## config.mk

```make
export PLATFORM = sky130hd
export DESIGN_NAME = enum_alloc_engine
export DESIGN_NICKNAME = d
export VERILOG_FILES = /design/src/rtl/enum_alloc_pkg.sv /design/src/rtl/slot_walker.sv /design/src/rtl/bar_cursor.sv /design/src/rtl/cfg_req_reg.sv /design/src/rtl/enum_alloc_engine.sv
export SDC_FILE = /design/constraint.sdc
export NUM_CORES = 1
export LEC_CHECK = 0
export BUFFER_PORTS_ARGS = -buffer_cell sky130_fd_sc_hd__buf_2
export CAP_MARGIN = 40
export CORE_UTILIZATION = 30
export DETAILED_ROUTE_END_ITERATION = 6
export SETUP_SLACK_MARGIN = 0.1
export SYNTH_ARGS = -nofsm -noshare
export SYNTH_HDL_FRONTEND = slang
export SYNTH_SLANG_ARGS = --single-unit
```

## constraint.sdc

```tcl
create_clock -name clk -period 8.6 [get_ports clk]
set_clock_uncertainty 0.2 [all_clocks]
set_input_delay 0.86 -clock clk [delete_from_list [all_inputs] [get_ports clk]]
set_output_delay 0.86 -clock clk [all_outputs]
set_load 0.02 [all_outputs]
```

## src/rtl/enum_alloc_pkg.sv

```systemverilog
package enum_alloc_pkg;

  typedef enum logic [2:0] {
    ST_IDLE,
    ST_SCAN,
    ST_BAR,
    ST_BAR_WR,
    ST_CMD_WR,
    ST_NEXT,
    ST_FINISH
  } eng_state_t;

  // class code that takes fixed compatibility addresses
  localparam logic [15:0] LEGACY_CLASS = 16'h0101;
  localparam int unsigned LEGACY_CNT   = 4;

  // configuration register offsets
  localparam logic [7:0] BAR_OFS_BASE = 8'h10;
  localparam logic [7:0] CMD_OFS      = 8'h04;

  // command register enables
  localparam logic [1:0] CMD_IO_EN  = 2'b01;
  localparam logic [1:0] CMD_MEM_EN = 2'b10;

  function automatic logic [31:0] legacy_base(input int unsigned idx);
    case (idx)
      0:       legacy_base = 32'h0000_01F0;
      1:       legacy_base = 32'h0000_03F4;
      2:       legacy_base = 32'h0000_0170;
      default: legacy_base = 32'h0000_0374;
    endcase
  endfunction

endpackage

```

## src/rtl/slot_walker.sv

```systemverilog
module slot_walker #(
  parameter int NUM_BUS   = 256,
  parameter int NUM_DEVFN = 256
) (
  input  logic       clk,
  input  logic       rst_n,
  input  logic       start,
  input  logic       step,
  output logic [7:0] bus,
  output logic [7:0] devfn,
  output logic       last
);
  localparam logic [7:0] LAST_BUS   = 8'(NUM_BUS - 1);
  localparam logic [7:0] LAST_DEVFN = 8'(NUM_DEVFN - 1);

  always_ff @(posedge clk) begin
    if (!rst_n || start) begin
      bus   <= '0;
      devfn <= '0;
    end else if (step) begin
      if (devfn == LAST_DEVFN) begin
        devfn <= '0;
        bus   <= bus + 8'd1;
      end else begin
        devfn <= devfn + 8'd1;
      end
    end
  end

  assign last = (bus == LAST_BUS) && (devfn == LAST_DEVFN);
endmodule

```

## src/rtl/bar_cursor.sv

```systemverilog
module bar_cursor #(
  parameter int              ADDR_W = 32,
  parameter logic [ADDR_W-1:0] START = '0
) (
  input  logic              clk,
  input  logic              rst_n,
  input  logic              init,
  input  logic [ADDR_W-1:0] size,
  input  logic              commit,
  output logic [ADDR_W-1:0] aligned
);
  logic [ADDR_W-1:0] cur;
  logic [ADDR_W-1:0] mask;

  always_comb begin
    mask    = size - ADDR_W'(1);
    aligned = (cur + mask) & ~mask;
  end

  always_ff @(posedge clk) begin
    if (!rst_n || init) cur <= START;
    else if (commit)    cur <= aligned + size;
  end
endmodule

```

## src/rtl/cfg_req_reg.sv

```systemverilog
module cfg_req_reg #(
  parameter int ADDR_W = 32
) (
  input  logic              clk,
  input  logic              rst_n,
  input  logic              load,
  input  logic [31:0]       ld_addr,
  input  logic [ADDR_W-1:0] ld_data,
  input  logic [3:0]        ld_be,
  input  logic              ready,
  output logic              valid,
  output logic [31:0]       addr,
  output logic [ADDR_W-1:0] data,
  output logic [3:0]        be,
  output logic              accepted
);
  assign accepted = valid && ready;

  always_ff @(posedge clk) begin
    if (!rst_n) begin
      valid <= 1'b0;
      addr  <= '0;
      data  <= '0;
      be    <= '0;
    end else if (load) begin
      valid <= 1'b1;
      addr  <= ld_addr;
      data  <= ld_data;
      be    <= ld_be;
    end else if (accepted) begin
      valid <= 1'b0;
    end
  end
endmodule

```

## src/rtl/enum_alloc_engine.sv

```systemverilog
module enum_alloc_engine
  import enum_alloc_pkg::*;
#(
  parameter int              NUM_BUS   = 256,
  parameter int              NUM_DEVFN = 256,
  parameter int              NUM_BAR   = 6,
  parameter int              ADDR_W    = 32,
  parameter logic [ADDR_W-1:0] IO_START  = ADDR_W'(32'h0000_C000),
  parameter logic [ADDR_W-1:0] MEM_START = ADDR_W'(32'hF000_0000)
) (
  input  logic                      clk,
  input  logic                      rst_n,
  input  logic                      go,
  output logic                      busy,
  output logic                      done,
  output logic [7:0]                slot_bus,
  output logic [7:0]                slot_devfn,
  input  logic                      slot_present,
  input  logic [15:0]               slot_class,
  input  logic [NUM_BAR*ADDR_W-1:0] bar_size,
  input  logic [NUM_BAR-1:0]        bar_is_io,
  output logic                      cfg_valid,
  input  logic                      cfg_ready,
  output logic [31:0]               cfg_addr,
  output logic [ADDR_W-1:0]         cfg_data,
  output logic [3:0]                cfg_be
);
  localparam int IDX_W = $clog2(NUM_BAR + 1);
  localparam logic [IDX_W-1:0] IDX_END = IDX_W'(NUM_BAR);
  localparam logic [IDX_W-1:0] IDX_LEG = IDX_W'(LEGACY_CNT);

  eng_state_t        state;
  logic [IDX_W-1:0]  bar_idx;
  logic [1:0]        cmd_bits;

  logic              start, step, walk_last, accepted;
  logic              load_bar, load_cmd, load;
  logic              is_legacy, idx_ok, want_write;
  logic [ADDR_W-1:0] cur_size, io_aligned, mem_aligned, bar_value, legacy_value;
  logic              cur_io;
  logic              io_commit, mem_commit;
  logic [7:0]        reg_ofs;
  logic [31:0]       ld_addr;
  logic [ADDR_W-1:0] ld_data;
  logic [3:0]        ld_be;

  // per-BAR selection
  always_comb begin
    cur_size     = '0;
    cur_io       = 1'b0;
    legacy_value = '0;
    for (int i = 0; i < NUM_BAR; i++) begin
      if (bar_idx == IDX_W'(i)) begin
        cur_size     = bar_size[i*ADDR_W +: ADDR_W];
        cur_io       = bar_is_io[i];
        legacy_value = ADDR_W'(legacy_base(i));
      end
    end
  end

  always_comb begin
    is_legacy  = (slot_class == LEGACY_CLASS);
    idx_ok     = (bar_idx != IDX_END);
    want_write = is_legacy ? (bar_idx < IDX_LEG) : (cur_size != '0);
    bar_value  = is_legacy ? legacy_value : (cur_io ? io_aligned : mem_aligned);
    load_bar   = (state == ST_BAR) && idx_ok && want_write;
    load_cmd   = (state == ST_BAR_WR) && accepted;
    load       = load_bar || load_cmd;
    io_commit  = load_bar && !is_legacy && cur_io;
    mem_commit = load_bar && !is_legacy && !cur_io;
    start      = (state == ST_IDLE) && go;
    step       = (state == ST_NEXT) && !walk_last;
    reg_ofs    = load_cmd ? CMD_OFS : 8'(BAR_OFS_BASE + 8'(bar_idx) * 8'd4);
    ld_addr    = {1'b1, 7'd0, slot_bus, slot_devfn, reg_ofs};
    ld_data    = load_cmd ? ADDR_W'(cmd_bits) : bar_value;
    ld_be      = load_cmd ? 4'b0001 : 4'b1111;
  end

  slot_walker #(.NUM_BUS(NUM_BUS), .NUM_DEVFN(NUM_DEVFN)) u_walk (
    .clk   (clk),
    .rst_n (rst_n),
    .start (start),
    .step  (step),
    .bus   (slot_bus),
    .devfn (slot_devfn),
    .last  (walk_last)
  );

  bar_cursor #(.ADDR_W(ADDR_W), .START(IO_START)) u_io_cur (
    .clk     (clk),
    .rst_n   (rst_n),
    .init    (start),
    .size    (cur_size),
    .commit  (io_commit),
    .aligned (io_aligned)
  );

  bar_cursor #(.ADDR_W(ADDR_W), .START(MEM_START)) u_mem_cur (
    .clk     (clk),
    .rst_n   (rst_n),
    .init    (start),
    .size    (cur_size),
    .commit  (mem_commit),
    .aligned (mem_aligned)
  );

  cfg_req_reg #(.ADDR_W(ADDR_W)) u_req (
    .clk      (clk),
    .rst_n    (rst_n),
    .load     (load),
    .ld_addr  (ld_addr),
    .ld_data  (ld_data),
    .ld_be    (ld_be),
    .ready    (cfg_ready),
    .valid    (cfg_valid),
    .addr     (cfg_addr),
    .data     (cfg_data),
    .be       (cfg_be),
    .accepted (accepted)
  );

  always_ff @(posedge clk) begin
    if (!rst_n) begin
      state    <= ST_IDLE;
      bar_idx  <= '0;
      cmd_bits <= '0;
    end else begin
      case (state)
        ST_IDLE:   if (go) state <= ST_SCAN;
        ST_SCAN: begin
          bar_idx  <= '0;
          cmd_bits <= '0;
          state    <= slot_present ? ST_BAR : ST_NEXT;
        end
        ST_BAR: begin
          if (!idx_ok) begin
            state <= ST_NEXT;
          end else if (want_write) begin
            cmd_bits <= cmd_bits | (cur_io ? CMD_IO_EN : CMD_MEM_EN);
            state    <= ST_BAR_WR;
          end else begin
            bar_idx <= bar_idx + IDX_W'(1);
          end
        end
        ST_BAR_WR: if (accepted) state <= ST_CMD_WR;
        ST_CMD_WR: if (accepted) begin
          bar_idx <= bar_idx + IDX_W'(1);
          state   <= ST_BAR;
        end
        ST_NEXT:   state <= walk_last ? ST_FINISH : ST_SCAN;
        ST_FINISH: state <= ST_IDLE;
        default:   state <= ST_IDLE;
      endcase
    end
  end

  assign busy = (state != ST_IDLE);
  assign done = (state == ST_FINISH);
endmodule

```

---- Word level (Yosys, flattened, before mapping) ----
Cells that the tools add are included.
Widths: inputs -> output; s select.
storage, ports and cells
  memories ................................ 0
  memory bits (writable) .................. 0
  register bits ........................... 150
  latch bits .............................. 0
  logic and storage cells ................. 117
  bits of input ports ..................... 219
  output and inout port bits .............. 87
  ROM bits ................................ 0
cells by class
  eq/ne operators ......................... 22
  add/sub/neg operators ................... 9
  multiplexer cells ....................... 43
  div/mod/pow operators ................... 0
  bitwise logic cells ..................... 4
  $mul .................................... 0
  reduce and logical (&&, ||, !) cells .... 27
  shift-type cells ........................ 0
  order comparisons ....................... 1
operators with widths
  cell                   number
  $mux 32                14
  $add 32x32->32         4
  $and 32x32->32         2
  $not 32->32            1
  $reduce_bool 32->1     1
  $sub 32x1->32 const B  1
  $mux 3                 10
  $pmux 3 s6             1
  $add 8x1->8 const B    2
  $eq 16x9->1 const B    1
  $eq 8x8->1 const B     2
  $eq 3x3->1 const B     5
  $eq 3x2->1 const B     4
  $ne 2x2->1 const B     6
  $logic_and 1x1->1      10
  $mux 1                 9
  $mux 9                 1
  $pmux 3 s3             1
  $mux 8                 1
  $reduce_and 4->1       2
  $add 5x5->6 const A    1
  $eq 3x1->1 const B     2
  $logic_not 3->1        2
  $mux 2                 3
  other kinds (13)       20

---- Depth between registers and ports, before layout ----
Gate-level depths: netlist of the first run.
  depth after elaboration ................. 13
  gate-level depth with buffers ........... 43
  mapped depth without buffers ............ 39

---- Hierarchy ----
Synthesis of the first run repeated with hierarchy kept, for this count alone.
unflattened totals
  cell total of the unflattened synthesis .. 2512
  area total of the unflattened synthesis .. 18966.9 um^2
modules (own cells, without submodules)
  module                   cells an instance  sequential area each (um^2)  area an instance (um^2)  times used
  bar_cursor at u_io_cur   868                640.6                        6346.1                   1
  bar_cursor at u_mem_cur  820                640.6                        5733.0                   1
  enum_alloc_engine        505                160.2                        3454.6                   1
  cfg_req_reg              223                1381.3                       2610.0                   1
  slot_walker              96                 320.3                        823.3                    1

---- Worst setup path before layout of the first run ----
OpenSTA, ideal clock, no wires.
  path type ............................... register to register
  start ................................... register bar_idx[2]
  end ..................................... register u_io_cur.cur[31]
  data arrival time ....................... 7.855 ns
  buffers on the path ..................... 5
  period minus slack after synthesis ...... 8.172 ns
  data required time ...................... 8.283 ns
  cell stages (with the launch flop) ...... 37
  path slack .............................. 0.428 ns
  setup time .............................. 0.117 ns
  cells stage by stage .................... dfxtp_1 > buf_4 > clkinv_1 > clkbuf_1 > ha_1 > buf_2 > and3_1 > clkbuf_2 > nor3_4 > buf_4 > ha_1 > and4bb_2 > nand4_4 > nor3_2 > xnor2_1 > ha_1 > a21o_1 > a311oi_1 > o21ai_0 > a21oi_1 > o31ai_4 > a2111oi_1 > nor2_1 > xnor2_1 > nor2_1 > ha_1 > inv_1 > o21bai_1 > a21oi_1 > or3b_2 > o311ai_1 > o31ai_2 > a221oi_1 > nor2_1 > o21a_1 > or3_1 > a32o_1
on the way
  longest elaborated chain between the ends .. 12
  elaborated cells between the ends (all ways) .. 31
  classes of those cells .................. add/sub: 3; order compare: 1; eq/ne: 6; mux: 13; bitwise: 2; reduce/logical: 6
RTL lines
  what                                                                    line                      RTL
  start, declared                                                         enum_alloc_engine.sv:33   logic [IDX_W-1:0] bar_idx;
  start signal, assigned                                                  enum_alloc_engine.sv:142  bar_idx <= bar_idx + IDX_W'(1);
  start signal, assigned                                                  enum_alloc_engine.sv:147  bar_idx <= bar_idx + IDX_W'(1);
  parallel branches: the longest is 12 deep, another holds $sub 32x1->32  n/a
  end signal, assigned                                                    bar_cursor.sv:22          else if (commit) cur <= aligned + size;
  end, declared                                                           bar_cursor.sv:12          logic [ADDR_W-1:0] cur;
Parallel ways; which one is timed is not known.
A chain may end at the register's enable or synchronous reset.

---- Worst setup path after layout of the first run ----
  start ................................... register bar_idx[1]
  end ..................................... register u_mem_cur.cur[31]
on the way
  longest elaborated chain between the ends .. 12
  elaborated cells between the ends (all ways) .. 32
  classes of those cells .................. add/sub: 3; order compare: 1; eq/ne: 6; mux: 13; bitwise: 2; reduce/logical: 7
RTL lines
  what                                                                    line
  parallel branches: the longest is 12 deep, another holds $sub 32x1->32  n/a
  end signal, assigned                                                    bar_cursor.sv:22
  end, declared                                                           bar_cursor.sv:12
Parallel ways; which one is timed is not known.

==> results of run 1 <==
-- flip-flops by register name, indices dropped and copies added, names as in the netlist --
| name | count |
|---|---|
| u_walk.devfn | 8 |
| cmd_bits | 2 |
| u_io_cur.cur | 32 |
| u_req.data | 32 |
| u_req.addr | 20 |
| state | 3 |
| bar_idx | 3 |
| u_req.valid | 1 |
| u_walk.bus | 8 |
| u_req.be | 2 |
| u_mem_cur.cur | 32 |
-- final timing paths --
check                                    from                end  slack, ns  depth (start not counted)
worst min-delay path            u_req.addr[9]      u_req.addr[9]       0.25                          2
worst min register to register  u_req.addr[9]      u_req.addr[9]       0.25                          2
worst max register to register     bar_idx[1]  u_mem_cur.cur[31]       0.57                         38
worst max-delay path               bar_idx[1]  u_mem_cur.cur[31]       0.57                         38
-- final cells by class --
type	instances	area share [%]
inverters	63	1.24
clock buffers	17	2.23
clock inverters	15	0.780
flip-flops and latches	143	15.0
repair buffers	385	11.5
well taps	688	4.51
multi-input cells	1874	64.7
diodes	1	0.0131
-- repair_timing --
item                       4_1_cts  5_1_grt
pin swaps                        0        1
buffers inserted                 0        1
setup endpoints to repair        1       13
resized for setup                1       35
-- power groups by stage --
stage	Combinational, uW	Clock [uW]	Sequential, uW
detailed placement	3350	0	817
global placement	3310	0	816
CTS	3370	778	803
finish	3460	762	804
floorplan	2390	0	823
global route	3770	803	813
-- placed cells by master, fill, tap and decap left out, drive strengths merged, types with 23 or more instances in the layout --
master	netlist	final
buf	68	385
xnor2	78	78
a21o	68	68
xor2	49	49
nand4	25	25
mux2i	24	24
o31ai	25	25
nor2b	71	71
nand2	308	308
a21boi	33	33
inv	62	71
a21oi	196	196
ha	122	122
nor2	183	183
o21a	26	26
and2	23	23
o21ai	117	117
o211ai	32	32
dfxtp	143	143
nor3	55	55
a31oi	27	27
nand3	62	62
-- critical path: cells and delay by family, from the launching register on --
kind	cells	cell delay (ns)
AOI/OAI and AO/OA	18	3.80
xor gates and xnor gates	2	0.42
adders and majority gates	4	1.03
buffers and inverters	1	0.12
DFF	1	0.39
muxes	1	0.22
and+or+nand+nor	12	1.76
-- cell families after synthesis --
group                    share of synthesized area, %
buffers and inverters                            5.64
flip-flops                                       18.0
adder cells (fa/ha/maj)                          9.84
AO/OA/AOI/OAI                                    31.0
other                                          0.0236
XOR/XNOR                                         6.99
AND/OR/NAND/NOR                                  26.2
multiplexers                                     2.29
-- routing by layer --
layer	vias to the layer above	routed length [um]	share of wire [%]	global-route usage, %
li1	8586	-	-	-
met1	8524	28200	44	29.9
met2	560	30300	48	39.6
met3	99	3260	5.1	2.87
met4	4	1950	3.1	8.02
met5	-	21	0.033	0
-- synth_stat cells (8+ instances only) --
master	n
a221o_1	9
dfxtp_1	143
a21boi_1	17
nand2b_1	22
a21o_1	68
and2_1	21
nor2b_1	71
a32oi_1	8
or3_1	19
o22ai_1	11
o221ai_1	9
o21a_1	26
inv_1	62
buf_1	9
xor2_1	49
nor4_1	11
a211oi_1	17
o21ai_1	8
nand2_1	308
ha_1	122
xnor2_1	78
o31ai_1	22
nand3_1	60
and3_1	18
or2_2	11
a21oi_1	196
nand3b_1	19
o21ai_0	107
a22oi_1	21
nor2_1	182
clkbuf_1	60
buf_4	26
nor3_1	51
mux2_2	11
o211ai_1	32
a31oi_1	27
a22o_1	8
a21boi_0	16
o21bai_1	11
nand4_1	24
nor3b_1	9
mux2i_1	24
buf_2	27
-- through the flow --
stage / hold WS, ns / total power [uW]
2_1_floorplan: 0.236 / 3220
3_3_place_gp: 0.237 / 4120
3_5_place_dp: 0.239 / 4170
4_1_cts: 0.248 / 4960
5_1_grt: 0.272 / 5380
6_report: 0.245 / 5020
==> metrics.cfg, run 1 <==
[timing]
hold_viol_final = 0
maxSlewViolCount = 0
maxSlewHeadroom_pct = 41.1
rsz0062_at_grt = false
setup_viol = 0
tns_ns = 0
fmax_mhz = 125
finalCriticalPeriod_ns = 8.03
final.period_utilization_pct = 93.3
worstMarginPinSlew_ns = 0.881
worst_slack_ns = 0.573

[global_route]
antenna_found_initial = 3
grt_overflow = 0
grt_util_all_layers_pct = 23.2
grt_max_degree = 66
grt_pass1_vias = 17126
grt_pass1_wl_mm = 97.8

[power]
vdd_drop_max_mv = 0.164
p_leak_uw = 0.00836
power_frac_seq_pct = 16.0
p_int_uw = 2460
switching_share_pct = 50.9
clkPwrFrac_pct = 15.2
p_comb_share_pct = 68.8
p_per_area_nw_per_um2 = 263
switchingPower_uw = 2560

[synthesis]
synth_edf_count = 0
netlist_area_um2 = 15900
ys_warn_count = 0
netlist_instances = 2199
synth-main-ff-cell = dfxtp_1
synth-seq-cells = 143
ys_top_cells_by_area = dfxtp_1 (18%), ha_1 (9.6%), nand2_1 (7.3%)
synth_seq_area_share_pct = 18.0
syn_area_per_cell_um2 = 7.24
ys_types = 105
synth_top_area_cell = dfxtp_1
async_flop_share_pct = 0
synth_top_area_share_pct = 18.0

[cells_and_area]
final_cell_count_no_fill = 3186
post-route-util_pct = 36.4
fillerInstances = 5571
final_nets = 2827
multi_input_area_um2 = 12400
drive_gt1_share_pct = 20.3
seq_area_um2 = 2870
post-route-cell-area_um2 = 19100
areaGrowthSynthToFinish_pct = 19.9

[worst_setup_path]
worstSetupStartpointType = register
slowest_stage = dfxtp_2
crit_type = register to register
cp_data_arrival_time_ns = 8.17
crit_path_max_incr_delay_ns = 0.39
crit_top_cell = a21o_1
crit_fanout = 14
endpoint_kind = register
required_ns = 8.74

[place]
dp_slack_ns = 0.0503
place_inst = 3152
dp_hpwl_mm = 50.8
io_buffers = 294
gp_congestion = 1.02
place_area_um2 = 18400

[drt]
via_per_inst = 5.58
drtIter0Drc = 1436
drtPass1Iterations = 7
ant_nets = 0
routed_wl_mm = 63.7
wl_per_cell_um = 20.0
num_vias = 17773
route.detailed.drc = 0

[floorplan]
die-area_um2 = 54000
start_util_pct = 30.3
die_x_um = 232
row_count = 84
fp.coreArea_um2 = 52400
ios = 306
dieHeight_um = 232

[cts]
clk_path_buf_depth = 2
numClockSinks = 143
cts_buffers = 17
cts_tree = yes
path_clk_slew_ns = 0.07
htreeDepth = 4
cts_root_buffer = clkbuf_16
holdBufCountCts = 0
clk_latency_ns = 0.45

[run]
max_cap_violations = 0

[min_path]
hp-class = register to register

[outcome]
status = finished clean

No activity file was read; power rests on OpenSTA's default activity.
==> run 2: changes to the inputs <==
CORE_UTILIZATION = 35   (was 30)
==> metrics.cfg, run 2 (synthesis gave the netlist of run 1 again) <==
[global_route]
grt_pass1_vias = 16703
grt_pass1_wl_mm = 97.1
grt_util_all_layers_pct = 26.7
grt_max_degree = 68
antenna_found_initial = 3
grt_overflow = 0

[floorplan]
die_x_um = 215
die-area_um2 = 46300
start_util_pct = 35.8
ios = 306
row_count = 77
dieHeight_um = 215
fp.coreArea_um2 = 44500

[cts]
cts_tree = yes
holdBufCountCts = 0
cts_buffers = 17
numClockSinks = 143
clk_latency_ns = 0.46
clk_path_buf_depth = 2
htreeDepth = 4
cts_root_buffer = clkbuf_16
path_clk_slew_ns = 0.07

[drt]
drtPass1Iterations = 5
route.detailed.drc = 0
drtIter0Drc = 1346
via_per_inst = 5.77
num_vias = 17727
wl_per_cell_um = 20.8
routed_wl_mm = 63.8
ant_nets = 0

[worst_setup_path]
worstSetupStartpointType = register
timing.rr.start = bar_idx[0]
crit_path_max_incr_delay_ns = 0.48
startpoint = bar_idx[0]
ff2ff_setup_slack_ns = 0.53
crit_buf_inv = 1
slowest_stage = or3b_2
required_ns = 8.74
critPathTopFamily = compound AO/OA/AOI/OAI gates
endpoint_kind = register
crit_fanout = 7
crit_type = register to register
cp_data_arrival_time_ns = 8.21

[power]
p_per_area_nw_per_um2 = 264
finalPower_uw = 4980
vdd_drop_max_mv = 0.189
p_leak_uw = 0.00829

[cells_and_area]
post-route-cell-area_um2 = 18900
drive_gt1_share_pct = 19.9
multi_input_area_um2 = 12400
final_cell_mix = nand2_1 (306), buf_2 (294), a21oi_1 (193), nor2_1 (179), dfxtp_1 (140)
top_regs = u_io_cur.cur: 32 flops, u_mem_cur.cur: 32 flops, u_req.data: 32 flops
seq_area_um2 = 2870
final_nets = 2808
final_common_cell = nand2_1
areaGrowthSynthToFinish_pct = 18.6
fillerInstances = 4653

[run]
max_cap_violations = 0

[min_path]
hold_start = u_req.addr[20]
hp-class = register to register

[timing]
tns_ns = 0
rsz0062_at_grt = true
maxSlewViolCount = 0
worstMarginPinSlew_ns = 0.835
setup_viol = 0
finalCriticalPeriod_ns = 8.07
maxSlewHeadroom_pct = 44.3
hold_ws_ns = 0.251
final.period_utilization_pct = 93.8
fmax_mhz = 124
worst_slack_ns = 0.530
hold_viol_final = 0

[outcome]
status = finished clean

[place]
dp_hpwl_mm = 50.5
dp_slack_ns = 0.124
gp_congestion = 0.992
place_area_um2 = 18100
io_buffers = 294

## run 2: area by class of cell
| type | count | area share (%) |
|---|---|---|
| Sequential cell | 143 | 15.2 |
| Tap cell | 592 | 3.92 |
| Multi-Input combinational cell | 1874 | 65.6 |
| Clock inverter | 14 | 0.769 |
| Clock buffer | 18 | 2.27 |
| Inverter | 63 | 1.25 |
| Timing Repair Buffer | 366 | 11.0 |
| Antenna cell | 2 | 0.0265 |
## run 2: metal layers
metal,track usage (%),vias to the layer above,wire [um]
met3,3.47,89,3740
met1,35.3,8508,28400
met5,0,-,0
met4,8.44,0,1910
met2,44.6,556,29700
li1,-,8574,-
## run 2: worst paths after layout
check | end | depth (start not counted)
hold reg to reg | u_req.addr[20] | 2
setup reg to reg | u_io_cur.cur[31] | 33
hold / removal | u_req.addr[20] | 2
setup / recovery | u_io_cur.cur[31] | 33
## run 2: metrics by stage
stage	util, %	std cells
after CTS	41.9	3067
after global routing	42.4	3070
final	42.4	3072
after detailed placement	40.6	3035
after floorplan	-	2209
after global placement	40.6	3032
## run 2: power breakdown
part	internal [uW]	switching (uW)
sequential	736	65.5
clock	409	352
combinational	1300	2120
total	2440	2540
## run 2: what timing repair did
| item | 4_1_cts | 5_1_grt |
|---|---|---|
| pin swaps | 0 | 2 |
| gates resized for setup | 1 | 39 |
| buffers inserted | 0 | 2 |
| endpoints found under the hold margin | 0 | 0 |
| cloned | 0 | 1 |
| endpoints found under the setup margin | 1 | 12 |
## run 2: tightest hold or removal path, stage by stage, from the launching register on
cell and delay (ns):
dfxtp_1 0.31, nand2_1 0.05, a21boi_1 0.05
